`src/rtl/baud_tick_gen.sv`:
```
module baud_tick_gen #(
  parameter int RLD_W  = 13,
  parameter int FRAC_W = 9,
  parameter int OVS    = 16
) (
  input  logic              clk,
  input  logic              rst_n,
  input  logic              ctl_we,
  input  logic              ctl_run,
  input  logic              ctl_pre3,
  input  logic              ctl_frac,
  input  logic              rld_we,
  input  logic [RLD_W-1:0]  rld_val,
  input  logic              fdv_we,
  input  logic [FRAC_W-1:0] fdv_val,
  output logic              ovs_tick,
  output logic              bit_tick,
  output logic [RLD_W-1:0]  cur_reload,
  output logic [FRAC_W-1:0] cur_fdv
);
  localparam int DIV_W = (OVS > 1) ? $clog2(OVS) : 1;

  logic              run_q, pre3_q, frac_q;
  logic [RLD_W-1:0]  reload_q, cnt_q;
  logic [FRAC_W-1:0] fdv_q, acc_q;
  logic [1:0]        pre_q;
  logic [DIV_W-1:0]  div_q;
  logic              ovs_q, bit_q;

  wire              start   = ctl_we & ctl_run & ~run_q;
  wire              rld_ok  = rld_we & ~run_q;
  wire              fdv_ok  = fdv_we & ~run_q;
  wire [RLD_W-1:0]  rld_nx  = rld_ok ? rld_val : reload_q;
  wire [FRAC_W:0]   acc_sum = {1'b0, acc_q} + {1'b0, fdv_q};
  wire [1:0]        pre_lim = pre3_q ? 2'd2 : 2'd1;
  wire              en_fix  = (pre_q == pre_lim);
  wire              en      = run_q & (frac_q ? acc_sum[FRAC_W] : en_fix);
  wire              hit     = en & (cnt_q == '0);
  wire              div_end = (div_q == DIV_W'(OVS - 1));

  always_ff @(posedge clk or negedge rst_n) begin
    if (!rst_n) begin
      run_q    <= 1'b0;
      pre3_q   <= 1'b0;
      frac_q   <= 1'b0;
      reload_q <= '0;
      fdv_q    <= '0;
    end else begin
      if (ctl_we) begin
        run_q  <= ctl_run;
        pre3_q <= ctl_pre3;
        frac_q <= ctl_frac;
      end
      reload_q <= rld_nx;
      if (fdv_ok) fdv_q <= fdv_val;
    end
  end

  always_ff @(posedge clk or negedge rst_n) begin
    if (!rst_n) begin
      pre_q <= '0;
      acc_q <= '0;
      cnt_q <= '0;
      div_q <= '0;
      ovs_q <= 1'b0;
      bit_q <= 1'b0;
    end else if (start) begin
      pre_q <= '0;
      acc_q <= '0;
      cnt_q <= rld_nx;
      div_q <= '0;
      ovs_q <= 1'b0;
      bit_q <= 1'b0;
    end else if (run_q) begin
      if (!frac_q) pre_q <= en_fix ? 2'd0 : pre_q + 2'd1;
      else         acc_q <= acc_sum[FRAC_W-1:0];
      if (en) cnt_q <= (cnt_q == '0) ? reload_q : cnt_q - 1'b1;
      if (hit) div_q <= div_end ? '0 : div_q + 1'b1;
      ovs_q <= hit;
      bit_q <= hit & div_end;
    end else begin
      ovs_q <= 1'b0;
      bit_q <= 1'b0;
    end
  end

  assign ovs_tick   = ovs_q;
  assign bit_tick   = bit_q;
  assign cur_reload = reload_q;
  assign cur_fdv    = fdv_q;

  a_r2_reload_locked: assert property (@(posedge clk) disable iff (!rst_n)
    $past(run_q) |-> $stable(reload_q));
  a_r5_fdv_locked: assert property (@(posedge clk) disable iff (!rst_n)
    $past(run_q) |-> $stable(fdv_q));
  a_r8_silent_when_stopped: assert property (@(posedge clk) disable iff (!rst_n)
    !run_q |=> !ovs_tick && !bit_tick);
  a_r6_bit_with_ovs: assert property (@(posedge clk) disable iff (!rst_n)
    bit_tick |-> ovs_tick);
  a_r7_start_clears: assert property (@(posedge clk) disable iff (!rst_n)
    $rose(run_q) |-> (pre_q == '0) && (acc_q == '0) && (div_q == '0) && !ovs_tick);
  a_r3_pre_range: assert property (@(posedge clk) disable iff (!rst_n)
    pre_q <= 2'd2);
endmodule

```
`config.mk`:
```
export PLATFORM = sky130hd
export DESIGN_NAME = baud_tick_gen
export DESIGN_NICKNAME = d
export VERILOG_FILES = /design/src/rtl/baud_tick_gen.sv
export SDC_FILE = /design/constraint.sdc
export NUM_CORES = 1
export LEC_CHECK = 0
export ABC_CLOCK_PERIOD_IN_PS = 4150
export BUFFER_PORTS_ARGS = -buffer_cell sky130_fd_sc_hd__buf_4
export CORE_ASPECT_RATIO = 1.75
export CORE_UTILIZATION = 40
export DETAILED_ROUTE_END_ITERATION = 8
export HOLD_SLACK_MARGIN = 0.03
export PLACE_DENSITY = 0.69
export RECOVER_POWER = 50
export SYNTH_ARGS = -nofsm -noshare
export SYNTH_HDL_FRONTEND = slang
export SYNTH_SLANG_ARGS = --single-unit
```
`constraint.sdc`:
```
create_clock -name clk -period 4.15 [get_ports clk]
set_input_delay 1.245 -clock clk [delete_from_list [all_inputs] [get_ports clk]]
set_output_delay 1.245 -clock clk [all_outputs]
set_load 0.02 [all_outputs]
```
======== Word level (Yosys, flattened, before mapping) ========
Index checks and enable logic that the tools add are counted.
word-level totals
  register bits after elaboration ......... 55
  bits in latches ......................... 0
  bits in writable memories ............... 0
  ROM bits ................................ 0
  output and inout port bits .............. 24
  word-level logic and storage cells ...... 57
  memories ................................ 0
operators by class
  add/subtract/negate cells ............... 4
  multipliers ............................. 0
  divide/modulo/power cells ............... 0
  order comparisons ....................... 0
  equality and inequality tests ........... 3
  shift-type cells ........................ 0
  muxes and demuxes ....................... 22
  bitwise operators ....................... 8
  reductions and logical operators ........ 9
operators with widths
  operator                                                                  number
  13-bit 2-to-1 mux                                                         5
  9-bit 2-to-1 mux                                                          3
  4-bit 2-to-1 mux                                                          4
  13-bit zero test                                                          1
  13-bit by 1-bit subtractor with 13-bit output (second input constant)     1
  9-bit by 9-bit adder with 10-bit output                                   1
  2-bit 2-to-1 mux                                                          5
  2-bit AND reduction                                                       4
  2-bit nonzero test                                                        4
  1-bit AND                                                                 7
  1-bit 2-to-1 mux                                                          5
  4-bit by 1-bit adder with 4-bit output (second input constant)            1
  4-bit equality test (second input constant)                               1
  2-bit by 1-bit adder with 2-bit output (second input constant)            1
  2-bit equality test                                                       1
  2-bit by 1-bit inequality test with 1-bit output (second input constant)  1
  1-bit inverter                                                            1

======== Longest topological paths before layout ========
  depth in word-level cells ............... 8
  mapped depth ............................ 8

======== Worst setup path before layout ========
OpenSTA, ideal clock, no wires.
  kind .................................... in2reg
  from .................................... input port ctl_we
  to ...................................... register cnt_q[0]
  arrival time ............................ 2.280 ns
  data required time ...................... 4.024 ns
  path slack .............................. 1.744 ns
  stages .................................. 5
  path through ............................ nand2_1 nor2_1 clkbuf_1 nor3_1 a221o_1
between the ends
  longest elaborated chain between the ends .. 4
  elaborated cells on any way between the ends .. 6
  those cells by class .................... 1 x mux; 2 x bitwise; 3 x reduce/logical
RTL lines
  element                        RTL line  source
  from (decl)                    8         input logic ctl_we,
  1-bit AND (*) (2 in series)    30        wire start = ctl_we & ctl_run & ~run_q;
  2-bit nonzero test (no line)   --
  2-bit AND reduction (no line)  --
  to (signal assigned)           70        cnt_q <= rld_nx;
  to (signal assigned)           77        if (en) cnt_q <= (cnt_q == '0) ? reload_q : cnt_q - 1'b1;
  to (decl)                      24        logic [RLD_W-1:0] reload_q, cnt_q;
Mark *: on every way between the ends. The rest lies on a longest branch, timed or not.
A chain may end at the register's enable or synchronous reset.

======== Worst setup path after layout ========
  from .................................... input port ctl_we
  to ...................................... register cnt_q[8]
The elaborated chain is that of the path after synthesis.

==> results.py <==
metrics = {
    "flow_run": {
        "cap_violations": 0,
    },
    "yosys": {
        "ys_top_cells_by_area": "dfrtp_1 (46%), mux2_2 (9.1%), ha_1 (4.6%)",
        "synth.distinct_cells": 51,
        "syn_area_mm2": 0.00298,
        "syn_inst": 284,
        "synth_top_area_share_pct": 46.2,
        "synth_ff_type": "dfrtp_1",
        "synth_edf_count": 0,
        "synth_async_sr_flop_share_pct": 100,
        "yosysTopAreaCell": "dfrtp_1",
        "ys_warn_count": 0,
        "avgSynthCellArea_um2": 10.5,
        "seq_area_frac_synth_pct": 46.2,
        "ys_ff_latch": 55,
        "synth_fp_nets": 326,
    },
    "detailed_routing": {
        "viasPerCell": 5.69,
        "drtIter0Drc": 77,
        "dr_total_vias": 2401,
        "routed_wl_mm": 6.66,
        "drcViolationCount": 0,
        "drt_first_pass_iters": 4,
        "postRouteAntennaNets": 0,
        "wl_per_cell_um": 15.8,
    },
    "sta": {
        "final-max-slew-violation-count": 0,
        "relSlewSlack_pct": 8.32,
        "tns_ns": 0,
        "grt_setup_unrepaired": "no",
        "skew_ns": 0.00465,
        "worst_slack_ns": 1.11,
        "clock.fmax_ghz": 0.329,
        "hold_viol_final": 0,
        "worstMarginPinSlew_ns": 1.38,
        "fin_crit_sh_pct": 73.2,
        "timing.final.crit_period_ns": 3.04,
        "finalSetupViolCount": 0,
    },
    "floorplan": {
        "dieHeight_um": 116,
        "io_pins": 54,
        "start_util_pct": 41.5,
        "die_width_um": 67.2,
        "dieArea_mm2": 0.00781,
        "rows": 41,
        "core_area_mm2": 0.00718,
    },
    "clocking": {
        "cts_tree": "built",
        "clock_sinks": 55,
        "post_cts_buffers": 0,
        "clock-root-buffer": "clkbuf_16",
        "cts_hold_buf": 0,
        "cts_max_level": 2,
        "clk_pin_slew_worst_paths_ns": 0.07,
        "clock_path_buffers": 2,
        "numCtsBuffers": 5,
        "insertion_delay_ns": 0.29,
        "cts.repair.resized": 0,
    },
    "cells_and_area": {
        "most-common-layout-cells": "dfrtp_1 (55), buf_4 (51), mux2_2 (24)",
        "fill_cells": 703,
        "antennaDiodeCount": 0,
        "fin_area_mm2": 0.00357,
        "drive_gt1_share_pct": 27.4,
        "syn_to_final_growth_pct": 19.8,
        "multi_input_comb_area_mm2": 0.00151,
        "register_area_mm2": 0.00138,
        "layout_commonest_cell": "dfrtp_1",
        "layout.cells.non_filler": 422,
        "layout.nets": 378,
    },
    "place": {
        "gp_congestion": 0.855,
        "port_buffers": 53,
        "post_dp_cell_area_mm2": 0.00344,
        "dp_slack_ns": 1.43,
        "place_hpwl_mm": 4.79,
        "dpl.cell_count": 415,
    },
    "global_routing": {
        "antenna_found_initial": 0,
        "grt_max_degree": 56,
        "grt-ovfl-total": 0,
        "grt_pass1_vias": 2431,
        "grt.total_usage_pct": 18.6,
        "grt_pass1_wl_mm": 10.9,
    },
    "setup_path": {
        "worst-path-max-fanout": 24,
        "cp.required_ns": 4.32,
        "arrival_ns": 3.21,
        "crit_type": "in -> reg",
        "crit_path_start_kind": "input port",
        "end_kind": "flop",
    },
    "power_and_ir_drop": {
        "power_leakage_nw": 1.61,
        "cellPowerDensity_mw_per_mm2": 585,
        "max-vdd-ir-drop_mv": 0.264,
    },
    "min_path": {
        "hold_class": "reg -> reg",
    },
    "status": {
        "outcome": "finished, final reports clean",
    },
}
## cell families (layout without fill, tap and decap cells)
family | Yosys count | in the layout | share of synthesized area [%]
AO/OA/AOI/OAI | 77 | 77 | 17.6
XOR/XNOR | 8 | 8 | 2.35
adder cells (fa/ha/maj) | 12 | 12 | 5.29
buffers and inverters | 19 | 71 | 3.15
flip-flops | 55 | 55 | 46.2
multiplexers | 27 | 27 | 10.1
AND/OR/NAND/NOR | 86 | 86 | 15.3
## layer usage
metal  part of all wire, %  track usage [%]  wire (um)  vias to the layer above
met3                   3.2             2.34        214                        7
met5                     0                0          0                        -
met2                    57             35.5       3780                       55
met1                    39             20.1       2580                     1177
li1                      -                -          -                     1162
met4                   1.4             6.52         96                        0
## registers in the layout (all words and copies together), names as in the netlist, 2 cells and up
register    count
acc_q           9
cur_reload     13
div_q           4
pre_q           2
cur_fdv         9
cnt_q          13
## Yosys cell counts (2+ instances only)
cell      instances
nor2b_1           2
mux2_2           24
xnor2_1           3
a21oi_1          15
a221o_1          11
a21o_1            3
buf_6             2
a31oi_1           4
nor3_1           10
nor4_4            2
a311oi_1          2
nand4_1           4
buf_2             3
nor2_1           20
inv_1             9
o21bai_1          2
ha_1             11
clkbuf_1          4
a211oi_1          6
nand2_1          19
o31ai_1           2
dfrtp_1          55
mux2i_1           3
nor2_2            2
or3_1             3
o21ai_0          19
nand3_1          14
xor2_1            5
o21ai_1           2
and3_1            2
## power breakdown
group	total [mW]	leakage, nW	switching (mW)	internal [mW]
sequential	0.841	0.680	0.163	0.677
clock	0.420	0.0727	0.184	0.236
combinational	0.829	0.856	0.441	0.388
total	2.09	1.61	0.788	1.30
## worst max-delay path: stages
cell and delay, ns:
clkbuf_1 0.22, nand2_1 0.18, nor2_1 0.11, clkbuf_1 0.87, nor2_2 0.21, a221o_1 0.36
## through the flow
stage | hold slack [ns] | power [mW] | util [%]
after floorplan | 0.473 | 1.43 | -
after global placement | 0.489 | 1.65 | 47.9
after detailed placement | 0.498 | 1.67 | 47.9
after CTS | 0.513 | 2.11 | 49.9
after global routing | 0.538 | 2.24 | 49.7
final | 0.510 | 2.09 | 49.7
## final timing paths
| path | start | cells after the start | end | slack, ns |
|---|---|---|---|---|
| min in group asynchronous | rst_n | 1 | cur_reload[0]$_DFF_PN0_ | 1.26 |
| min reg2reg | acc_q[6]$_DFFE_PN0P_ | 2 | acc_q[6]$_DFFE_PN0P_ | 0.51 |
| max reg2reg | cur_fdv[2]$_DFFE_PN0P_ | 8 | cnt_q[8]$_DFFE_PN0P_ | 1.80 |
| min | acc_q[6]$_DFFE_PN0P_ | 2 | acc_q[6]$_DFFE_PN0P_ | 0.51 |
| max | ctl_we | 6 | cnt_q[8]$_DFFE_PN0P_ | 1.11 |
| max in group asynchronous | rst_n | 1 | div_q[3]$_DFFE_PN0P_ | 2.06 |
## cell type report
class	count	area share, %
sequential	55	38.6
clock inverter	1	0.140
inverter	9	0.947
timing repair buffer	55	11.2
clock buffer	6	3.89
tap	86	3.02
multi-input combinational	210	42.3
No activity file was read; power rests on OpenSTA's default activity.
